[src/rtl/td_status_update.sv]
module td_status_update #(
  parameter int LENW = 11,
  parameter int CNTW = LENW + 1
) (
  input  logic            clk,
  input  logic            rst_n,
  input  logic            in_valid,
  input  logic [31:0]     ctrl_in,
  input  logic [31:0]     token_in,
  input  logic [2:0]      res_kind,
  input  logic [CNTW-1:0] res_count,
  output logic [7:0]      tok_pid,
  output logic [6:0]      tok_addr,
  output logic [3:0]      tok_ep,
  output logic [LENW-1:0] tok_maxlen,
  output logic            out_valid,
  output logic [31:0]     ctrl_out,
  output logic [1:0]      ret_code,
  output logic [1:0]      irq_flags,
  output logic            err_evt,
  output logic            perr_evt,
  output logic            wb_en
);
  localparam logic [7:0] PID_IN = 8'h69, PID_OUT = 8'hE1, PID_SETUP = 8'h2D;
  localparam logic [2:0] K_CNT = 3'd0, K_NAK = 3'd2, K_STALL = 3'd3,
                         K_BABBLE = 3'd4, K_PEND = 3'd5;
  localparam logic [1:0] RC_ADV = 2'd0, RC_SKIP = 2'd1, RC_PEND = 2'd2, RC_ABORT = 2'd3;
  localparam int B_SPD = 29, B_ERR = 27, B_ISO = 25, B_IOC = 24, B_ACT = 23,
                 B_STALL = 22, B_BABBLE = 20, B_NAK = 19, B_TMO = 18;

  assign tok_pid    = token_in[7:0];
  assign tok_addr   = token_in[14:8];
  assign tok_ep     = token_in[18:15];
  assign tok_maxlen = token_in[31:21] + 11'd1;

  wire is_in    = tok_pid == PID_IN;
  wire is_setup = tok_pid == PID_SETUP;
  wire pid_ok   = is_in || is_setup || tok_pid == PID_OUT;
  wire [CNTW-1:0] max_ext = {1'b0, tok_maxlen};

  logic [31:0]     nxt;
  logic [1:0]      rc, fl;
  logic            eev, pev, tmo;
  logic [2:0]      kind;
  logic [CNTW-1:0] len, len_m1;
  logic [1:0]      err;

  always_comb begin
    nxt  = ctrl_in;
    rc   = RC_SKIP;
    fl   = {1'b0, ctrl_in[B_IOC]};
    eev  = 1'b0;
    pev  = 1'b0;
    tmo  = 1'b0;
    kind = res_kind;
    len  = '0;
    err  = ctrl_in[B_ERR+1:B_ERR];
    if (ctrl_in[B_ACT]) begin
      if (!pid_ok) begin
        pev = 1'b1;
        rc  = RC_ABORT;
      end else begin
        if (res_kind == K_CNT) begin
          if (!is_in) len = max_ext;
          else if (res_count > max_ext) begin
            len  = max_ext;
            kind = K_BABBLE;
          end else len = res_count;
        end
        if (kind == K_PEND) rc = RC_PEND;
        else begin
          if (ctrl_in[B_ISO]) nxt[B_ACT] = 1'b0;
          case (kind)
            K_CNT: begin
              nxt[LENW-1:0] = len_m1[LENW-1:0];
              nxt[B_ACT] = 1'b0;
              nxt[B_NAK] = 1'b0;
              if (is_in && ctrl_in[B_SPD] && len < max_ext) begin
                fl[1] = 1'b1;
                rc    = RC_SKIP;
              end else rc = RC_ADV;
            end
            K_NAK: begin
              nxt[B_NAK] = 1'b1;
              tmo = is_setup;
            end
            K_STALL: begin
              nxt[B_STALL] = 1'b1;
              nxt[B_ACT]   = 1'b0;
            end
            K_BABBLE: begin
              nxt[B_BABBLE] = 1'b1;
              nxt[B_STALL]  = 1'b1;
              nxt[B_ACT]    = 1'b0;
              rc = RC_ABORT;
            end
            default: tmo = 1'b1;
          endcase
          if (tmo) begin
            nxt[B_TMO] = 1'b1;
            if (err != 2'd0) begin
              nxt[B_ERR+1:B_ERR] = err - 2'd1;
              if (err == 2'd1) begin
                nxt[B_ACT] = 1'b0;
                eev = 1'b1;
              end
            end
            rc = RC_SKIP;
          end
        end
      end
    end
  end

  assign len_m1 = len - {{(CNTW-1){1'b0}}, 1'b1};

  always_ff @(posedge clk or negedge rst_n) begin
    if (!rst_n) begin
      out_valid <= 1'b0;
      ctrl_out  <= '0;
      ret_code  <= '0;
      irq_flags <= '0;
      err_evt   <= 1'b0;
      perr_evt  <= 1'b0;
      wb_en     <= 1'b0;
    end else begin
      out_valid <= in_valid;
      err_evt   <= in_valid && eev;
      perr_evt  <= in_valid && pev;
      wb_en     <= in_valid && (nxt != ctrl_in);
      if (in_valid) begin
        ctrl_out  <= nxt;
        ret_code  <= rc;
        irq_flags <= fl;
      end
    end
  end

  p_inactive_kept_r3: assert property (@(posedge clk) disable iff (!rst_n)
    in_valid && !ctrl_in[B_ACT] |=> ctrl_out == $past(ctrl_in) && ret_code == RC_SKIP && !wb_en);

  p_ioc_flag_r2: assert property (@(posedge clk) disable iff (!rst_n)
    in_valid && ctrl_in[B_IOC] |=> irq_flags[0]);

  p_perr_abort_r4: assert property (@(posedge clk) disable iff (!rst_n)
    perr_evt |-> out_valid && ret_code == RC_ABORT && !wb_en && !err_evt);

  p_pending_still_r5: assert property (@(posedge clk) disable iff (!rst_n)
    out_valid && ret_code == RC_PEND |-> !wb_en && ctrl_out[B_ACT]);

  p_advance_idle_r6: assert property (@(posedge clk) disable iff (!rst_n)
    out_valid && ret_code == RC_ADV |-> !ctrl_out[B_ACT] && !ctrl_out[B_NAK]);

  p_err_clears_r9: assert property (@(posedge clk) disable iff (!rst_n)
    err_evt |-> !ctrl_out[B_ACT] && ctrl_out[B_TMO] && ctrl_out[B_ERR+1:B_ERR] == 2'd0);

  p_strobe_one_cycle_r14: assert property (@(posedge clk) disable iff (!rst_n)
    !out_valid |-> !wb_en && !err_evt && !perr_evt);
endmodule

[config.mk]
export PLATFORM = sky130hd
export DESIGN_NAME = td_status_update
export DESIGN_NICKNAME = d
export VERILOG_FILES = /design/src/rtl/td_status_update.sv
export SDC_FILE = /design/constraint.sdc
export NUM_CORES = 1
export LEC_CHECK = 0
export ABC_AREA = 1
export BUFFER_PORTS_ARGS = -buffer_cell sky130_fd_sc_hd__buf_2
export CORE_ASPECT_RATIO = 1.25
export CORE_MARGIN = 4
export CORE_UTILIZATION = 44
export DETAILED_ROUTE_END_ITERATION = 8
export GPL_ROUTABILITY_DRIVEN = 0
export PLACE_DENSITY = 0.78
export SYNTH_ARGS = -nofsm -noshare
export SYNTH_HDL_FRONTEND = slang
export SYNTH_SLANG_ARGS = --single-unit
[constraint.sdc]
create_clock -name clk -period 1.4 [get_ports clk]
set_clock_uncertainty 0.1 [all_clocks]
set_input_delay 0.28 -clock clk [delete_from_list [all_inputs] [get_ports clk]]
set_output_delay 0.28 -clock clk [all_outputs]
set_load 0.01 [all_outputs]
Word-level counts from Yosys, hierarchy flattened. Index checks and enable logic that the tools add are counted.

Register bits after elaboration: 40. Bits of input ports: 82. Output and inout bits: 70.

Add/sub/neg operators: 3. $lt $le $gt $ge: 2. Equal/unequal tests: 9. Multiplexer cells: 59. Reductions and logical operators: 12.

Operators by type and width (number): 11-bit 2-to-1 mux (6); 12-bit 2-to-1 mux (5); 1-bit 2-to-1 mux (25); 2-bit 2-to-1 mux (12); 3-bit 2-to-1 mux (8); 18-bit inequality test (1); 12-bit by 11-bit greater-than comparator with 1-bit output (1); 12-bit by 11-bit less-than comparator with 1-bit output (1); 11-bit by 1-bit adder with 11-bit output, second input constant (1); 11-bit by 1-bit subtractor with 11-bit output, second input constant (1); 8-bit by 6-bit == test with 1-bit output, second input constant (1); 8-bit by 7-bit == test with 1-bit output, second input constant (1); 8-bit == test, second input constant (1); 3-bit by 2-bit == test with 1-bit output, second input constant (2); 3-bit == test, second input constant (2); 3-bit logical NOT (2); 1-bit logical AND (5); 1-bit one-hot mux with 2 select lines (2); 2-bit one-hot mux with 2 select lines (1); 3-bit OR reduction (1); 2-bit by 1-bit == test with 1-bit output, second input constant (1); 1-bit logical OR (2); 2-bit nonzero test (1); 2-bit OR reduction (1); 2-bit by 1-bit subtractor with 2-bit output, second input constant (1).

Longest topological paths before layout. Gate-level depths: netlist of run 1.

Word-level depth: 19. Gate-level depth with buffers: 30. Mapped depth without buffers: 29.

Worst setup path after synthesis of run 1. OpenSTA, ideal clock, no wires.

Path type: in2reg. Start: in token_in[21]. End: reg ret_code[0]. Setup time: 77 ps. Arrival: 3282 ps. Data required time: 1223 ps. Path slack: -2060 ps. Cell stages on the path: 26. Cell sequence: ha_1 -> nand2_1 -> nor2_2 -> nand3_1 -> xor2_1 -> inv_1 -> ha_1 -> nand2_1 -> nor2_2 -> nand3_1 -> nand3_2 -> nand2_2 -> nand2_4 -> buf_6 -> nand2_1 -> and3_1 -> ha_1 -> a21oi_1 -> nor2_1 -> a211oi_1 -> nor3_1 -> nor2_1 -> nand2_1 -> nand2_1 -> nand2_1 -> a21oi_1.

Cells in the longest elaborated chain, start to end: 17. Elaborated cells between the ends (all ways): 30. Classes of those cells: add/sub (1); order compare (2); eq/ne (4); mux (20); reduce/logical (3).

RTL lines: start: declaration (line 9) `input logic [31:0] token_in,`; 11-bit by 1-bit adder with 11-bit output (*) (line 34) `assign tok_maxlen = token_in[31:21] + 11'd1;`; via tok_maxlen[8] (line 15) `output logic [LENW-1:0] tok_maxlen,`; parallel branches: the longest is 13 deep, another holds 12-bit by 11-bit greater-than comparator with 1-bit output; 2-bit 2-to-1 mux (*) (line 70) `if (kind == K_PEND) rc = RC_PEND;`; 2-bit 2-to-1 mux (*) (line 59) `if (!pid_ok) begin`; 2-bit 2-to-1 mux (*) (line 58) `if (ctrl_in[B_ACT]) begin`; end signal: assignment (line 133) `ret_code <= rc;`; end: declaration (line 18) `output logic [1:0] ret_code,`.

Mark *: on every way through the listed nets, which the timed path passes. The select of a mux whose other input is x is not followed. A chain may end at the register's enable or synchronous reset.

Worst setup path after layout of run 1.
Start: in token_in[21]. End: reg ret_code[0].

Cells in the longest elaborated chain, start to end: 17. Elaborated cells between the ends (all ways): 30. Classes of those cells: add/sub (1); order compare (2); eq/ne (4); mux (20); reduce/logical (3).

RTL lines (line): 11-bit by 1-bit adder with 11-bit output (*) (34); parallel branches: the longest is 13 deep, another holds 12-bit by 11-bit greater-than comparator with 1-bit output; 2-bit 2-to-1 mux (*) (70); 2-bit 2-to-1 mux (*) (59); 2-bit 2-to-1 mux (*) (58).

Every way passes the cells marked *. The select of a mux whose other input is x is not followed.

==> results of run 1 <==
## metrics by stage
stage          TNS, ps  hold WS, ps  power [uW]  area [sq um]
2_1_floorplan   -26610         -116        1810          3640
3_3_place_gp    -38850          157        2280          5040
3_5_place_dp    -40750          165        2320          5040
4_1_cts         -32760         68.8        3380          5690
5_1_grt         -39010         79.3        3610          5850
6_report        -34970         73.6        3450          5850
## routing by layer
metal | vias up | track usage, % | part of all wire, % | wire (microns)
met5 | - | 0 | 0 | 0
met4 | 0 | 14.8 | 4.7 | 611
met3 | 52 | 3.91 | 6.2 | 804
met2 | 201 | 49.1 | 54 | 6950
met1 | 2102 | 26.1 | 35 | 4580
li1 | 2117 | - | - | -
## final cells by class
cell class	instances	area, sq um	share of cell area [%]
sequential	39	976	16.7
clock buffer	5	68.8	1.18
tap	95	119	2.03
clock inverter	3	43.8	0.749
inverter	68	255	4.37
multi-input combinational	370	2440	41.8
timing repair buffer	280	1940	33.2
## state kept, by name, summed over array words and instances (netlist names)
register	count
wb_en	1
out_valid	1
perr_evt	1
ctrl_out	32
irq_flags	1
ret_code	2
err_evt	1
## timing repair
action	4_1_cts	5_1_grt
hold endpoints to repair	39	0
pin swaps	44	45
setup buffers	29	10
gates resized for setup	83	31
hold buffers	1	0
setup endpoints to repair	32	34
## power groups by stage
stage | clock, uW | sequential, uW | combinational (uW)
after floorplan | 0 | 1330 | 487
after global placement | 0 | 1280 | 998
after detailed placement | 0 | 1280 | 1040
after CTS | 959 | 1260 | 1160
after global routing | 998 | 1270 | 1340
final | 950 | 1260 | 1240
## worst max-delay path, stage by stage
cell      delay [ps]
buf_8             80
ha_4             140
nand2_4           60
nor2_4           140
nand3_2          100
xor2_2           190
ha_1             290
inv_2             40
nor2_4            90
nand2_2           70
nor2_4           100
nand4_1          150
nand2_4          180
nand2_8           90
nand2_4           90
and3_4           180
ha_4             200
a21oi_2          140
nor2_2            50
a211oi_2         240
nor3_2            80
nor2_1           110
nand2_2           80
nand2_2           70
nand2_2           50
a21oi_2          110
## layout by cell type, fill, tap and decap left out, types with 2 or more instances in the layout
cell type and count:
a21oi_1 8, a21oi_2 5, a31oi_1 2, buf_12 2, buf_2 118, buf_4 133, buf_6 24, buf_8 2
clkbuf_8 5, dfrtp_1 39, ha_1 14, ha_4 5, inv_1 51, inv_2 17, nand2_1 137, nand2_2 26
nand2_4 6, nand3_1 32, nand3_2 17, nand3_4 4, nand3b_1 3, nand4_1 15, nand4_4 2, nor2_1 24
nor2_2 6, nor2_4 16, nor3_2 2, o21ai_0 3, o21ai_1 18, o21ai_2 3, xor2_2 5
## worst max path at each step
stage / depth (start not counted) / slack (ps) / end / start
after floorplan: 26 / -1820 / ret_code[0] / token_in[21]
after global placement: 27 / -2070 / ret_code[0] / token_in[21]
after detailed placement: 26 / -2230 / irq_flags[1] / token_in[21]
after CTS: 26 / -1710 / ret_code[0] / token_in[22]
after global routing: 26 / -2070 / ret_code[0] / token_in[21]
final: 26 / -1870 / ret_code[0] / token_in[21]
## logic make-up after synthesis
logic type	share of synthesized area, %
adder cells (fa/ha/maj)	6.83
XOR/XNOR	1.26
buffers and inverters	15.7
AO/OA/AOI/OAI	7.87
flip-flops	28.0
AND/OR/NAND/NOR	40.3
==> impl_metrics.json, run 1 <==
{
  "run_status": "finished, violations left",
  "violations": "setup timing",
  "post-route-min-period_ps": 3270,
  "cp_max_fo": 8,
  "syn-cell-area_sq_um": 3480,
  "antenna_found_initial": 0,
  "hold_depth": 3,
  "cts_buffers": 5,
  "timing.slew.headroom_pct": 79.9,
  "port_buffers": 127,
  "ys_top_cells_by_area": "dfrtp_1 (28%), nand2_1 (17%), ha_1 (6.8%)",
  "via_per_inst": 5.20,
  "setup_violations": 33,
  "synth_edf_count": 0,
  "clock_sinks": 39,
  "power.share.clock_pct": 27.5,
  "crit_type": "input port to flip-flop",
  "htree_levels": 2,
  "rows": 36,
  "peakVddDrop_mv": 1.12,
  "clock-root-buffer": "clkbuf_8",
  "worst-slew-pin-transition_ps": 302,
  "clk_latency_ps": 300,
  "ant_nets": 0,
  "internal-power_uw": 2330,
  "first_pass_iters": 5,
  "ys_dominant_reg_cell": "dfrtp_1",
  "fin_ws_ps": -1870,
  "slew_viol_final": 0,
  "drc": 0,
  "finalNonFillerCells": 860,
  "synth_nets": 613,
  "maxCapViolCount": 0,
  "syn_inst": 512,
  "synth_top_area_cell": "dfrtp_1",
  "diodes": 0,
  "syn2layout_area_growth_pct": 67.9,
  "die_area_sq_um": 9410,
  "switchingPower_uw": 1120,
  "drtIter0Drc": 172,
  "async_flop_share_pct": 100,
  "finish.utilization_pct": 75.5,
  "synthTopCellsByCount": "nand2_1 (160), inv_1 (63), nand3_1 (45)",
  "grt_first_pass_wirelength_microns": 19700,
  "fmax_mhz": 305,
  "p_seq_share_pct": 36.6,
  "cts_tree": "yes",
  "top_level_ports": 152,
  "dp_hpwl_microns": 8710,
  "drive_above_1_share_pct": 54.0,
  "ys.warnings.count": 0,
  "routed_wl_microns": 12900,
  "yosysTopAreaCellShare_pct": 28.0,
  "swShare_pct": 32.4,
  "min_from": "ctrl_in[16]",
  "grt_overflow_total": 0,
  "r2r-end": "ctrl_out[27]",
  "crit_required_ps": 1530,
  "die_w_microns": 87.6,
  "routedWlPerCell_microns": 15.1,
  "hold_viol": 0,
  "coreArea_sq_um": 7750,
  "avgSynthCellArea_sq_um": 6.80,
  "crit-reg2reg-launch": "ctrl_out[27]",
  "p_leak_uw": 0.00329,
  "r2r_cells": 1,
  "period_share_pct": 234,
  "yosysMostFrequentCell": "nand2_1",
  "rrSetupSlack_ps": 590,
  "num_vias": 4472,
  "combPwrFrac_pct": 35.9,
  "min_to": "ctrl_out[16]",
  "grt_pass1_vias": 4632,
  "place_ws_ps": -2230,
  "start_kind": "input port",
  "ys_seq_area_share_pct": 28.0,
  "nFillCells": 521,
  "synth_seq_cells": 39,
  "end_kind": "flip-flop",
  "ys_types": 41,
  "clkTransAtPathRegs_ps": 80,
  "cp.arrival_ps": 3410,
  "nNetsFinal": 865,
  "start_util_pct": 44.9,
  "clockBufferDepth": 2,
  "grt_start_max_net_pins": 40,
  "grtUsageTotal_pct": 26.0,
  "placed_cells": 820,
  "hold_path_class": "input port to flip-flop",
  "rsz0062_at_grt": "yes",
  "power.density_nw_per_um2": 591,
  "die_h_microns": 107
}
Note: power is estimated with default switching activity, not from simulation.
==> run 2, diff against run 1 <==
BUFFER_PORTS_ARGS = -buffer_cell sky130_fd_sc_hd__clkbuf_2   (was -buffer_cell sky130_fd_sc_hd__buf_2)
==> run 2 against run 1 <==
  * The flow still finishes with violations (setup timing)
  * Flip-flop and latch count is the same
  * Critical path depth is the same
  * Non-clock buffer count shrank 17
  * Die area is the same
  * Setup slack gained 64 ps
  * Critical endpoint unchanged
==> impl_metrics.json, run 2 (same netlist as run 1, synthesis figures left out) <==
{
  "met1_usage_pct": 25.0,
  "use_met3_pct": 2.99,
  "nFillCells": 519,
  "finalPower_uw": 3230,
  "rsz0062_at_grt": "yes",
  "end_kind": "flip-flop",
  "die_w_microns": 87.6,
  "clock-root-buffer": "clkbuf_8",
  "p_seq_share_pct": 39.2,
  "switchingPower_uw": 1100,
  "drc": 0,
  "grt_overflow_total": 0,
  "routed_wl_microns": 12600,
  "cp_max_fo": 8,
  "die_area_sq_um": 9410,
  "maxCapViolCount": 0,
  "swShare_pct": 34.0,
  "finalNonFillerCells": 843,
  "diodes": 0,
  "cts_buffers": 5,
  "internal-power_uw": 2130,
  "htree_levels": 2,
  "crit_required_ps": 1530,
  "power.density_nw_per_um2": 559,
  "port_buffers": 127,
  "run_status": "finished, violations left",
  "timing.slew.headroom_pct": 69.3,
  "hold_path_class": "input port to flip-flop",
  "place_area_sq_um": 5010,
  "grtUsageTotal_pct": 23.2,
  "peakVddDrop_mv": 0.710,
  "worst-slew-pin-transition_ps": 460,
  "setup_violations": 32,
  "clock_sinks": 39,
  "power.share.clock_pct": 23.4,
  "start_kind": "input port",
  "design_area_sq_um": 5770,
  "drive_above_1_share_pct": 53.7,
  "dp_hpwl_microns": 8730,
  "grtUsageMet2_pct": 45.0,
  "final_cell_mix": "nand2_1 (134), clkbuf_2 (117), buf_4 (110)",
  "mostFrequentLayoutCell": "nand2_1",
  "syn2layout_area_growth_pct": 65.9,
  "largest-register": "ctrl_out",
  "top_level_ports": 152,
  "p_leak_uw": 0.00324,
  "via_per_inst": 5.20,
  "reg_top3": "ctrl_out: 32 flops, ret_code: 2 flops",
  "first_pass_iters": 4,
  "slew_viol_final": 0,
  "finish.utilization_pct": 74.5,
  "grt_first_pass_wirelength_microns": 17800,
  "rows": 36,
  "cts_tree": "yes",
  "violations": "setup timing",
  "fin_ws_ps": -1810,
  "period_share_pct": 229,
  "antenna_found_initial": 0,
  "min_from": "ctrl_in[16]",
  "clockBufferDepth": 2,
  "routedWlPerCell_microns": 15.0,
  "crit-reg2reg-launch": "ctrl_out[27]",
  "crit_type": "input port to flip-flop",
  "clkTransAtPathRegs_ps": 80,
  "cp.arrival_ps": 3340,
  "ant_nets": 0,
  "drtIter0Drc": 256,
  "placed_cells": 818,
  "fmax_mhz": 311,
  "post-route-min-period_ps": 3210,
  "grt_start_max_net_pins": 23,
  "grt_pass1_vias": 4251,
  "num_vias": 4386,
  "cp-startpoint": "token_in[21]",
  "die_h_microns": 107,
  "hold_viol": 0,
  "clk_latency_ps": 290,
  "fin_setup_tns_ps": -33390,
  "start_util_pct": 44.9,
  "grt_busiest_layer": "met2",
  "coreArea_sq_um": 7750,
  "largest_reg_flops": 32,
  "nNetsFinal": 848,
  "combPwrFrac_pct": 37.4
}
[run 2: critical path, cell delays in order]
cell and delay (ps):
buf_8 80, ha_4 140, nand2_4 60, nor2_4 130, nand3_2 100, xor2_2 160, ha_1 270, inv_1 40
nor2_2 110, nand2_1 80, nor2_2 120, nand4_1 140, nand2_4 170, nand2_8 90, nand2_4 80, and3_4 190
ha_4 200, a21oi_2 120, nor2_1 70, a211oi_2 240, nor3_2 70, nor2_2 100, nand2_2 70, nand2_1 60
nand2_1 50, a21oi_2 100
[run 2: layout make-up]
| cell class | count | area, sq um | share of cell area [%] |
|---|---|---|---|
| multi-input cells | 370 | 2510 | 43.4 |
| repair buffers | 263 | 1830 | 31.7 |
| flip-flops and latches | 39 | 976 | 16.9 |
| inverters | 68 | 258 | 4.46 |
| well taps | 95 | 119 | 2.06 |
| clock buffers | 6 | 72.6 | 1.26 |
| clock inverters | 2 | 12.5 | 0.217 |
[run 2: stage by stage]
stage / worst slack [ps] / hold WS (ps)
after floorplan: -1820 / -116
after global placement: -2070 / 124
after detailed placement: -2270 / 143
after CTS: -1810 / 76.6
after global routing: -2080 / 86.0
final: -1810 / 77.7
[run 2: what timing repair did]
action / in CTS / in global routing
endpoints found under the setup margin: 32 / 33
setup buffers: 16 / 9
endpoints found under the hold margin: 16 / 0
hold buffers: 1 / 0
gates resized for setup: 57 / 76
pin swaps: 40 / 51
[run 2: worst paths after layout]
| check | endpoint | slack [ps] | cells past startpoint |
|---|---|---|---|
| max in group asynchronous | ctrl_out[0] | 300 | 3 |
| worst min register to register | ctrl_out[13] | 370 | 2 |
| worst max-delay path | ret_code[0] | -1810 | 26 |
| worst max register to register | ctrl_out[27] | 590 | 1 |
| min in group asynchronous | ctrl_out[27] | 360 | 2 |
| worst min-delay path | ctrl_out[16] | 80 | 3 |
[run 2: power by group through the flow]
stage	logic, uW	clock network [uW]	registers, uW
2_1_floorplan	487	0	1330
3_3_place_gp	989	0	1280
3_5_place_dp	1020	0	1290
4_1_cts	1100	762	1260
5_1_grt	1310	805	1270
6_report	1200	755	1270
[run 2: layer usage]
| metal | share of wire [%] | vias up |
|---|---|---|
| met1 | 37 | 2061 |
| met2 | 54 | 192 |
| met5 | 0 | - |
| li1 | - | 2088 |
| met3 | 6.1 | 45 |
| met4 | 3.5 | 0 |
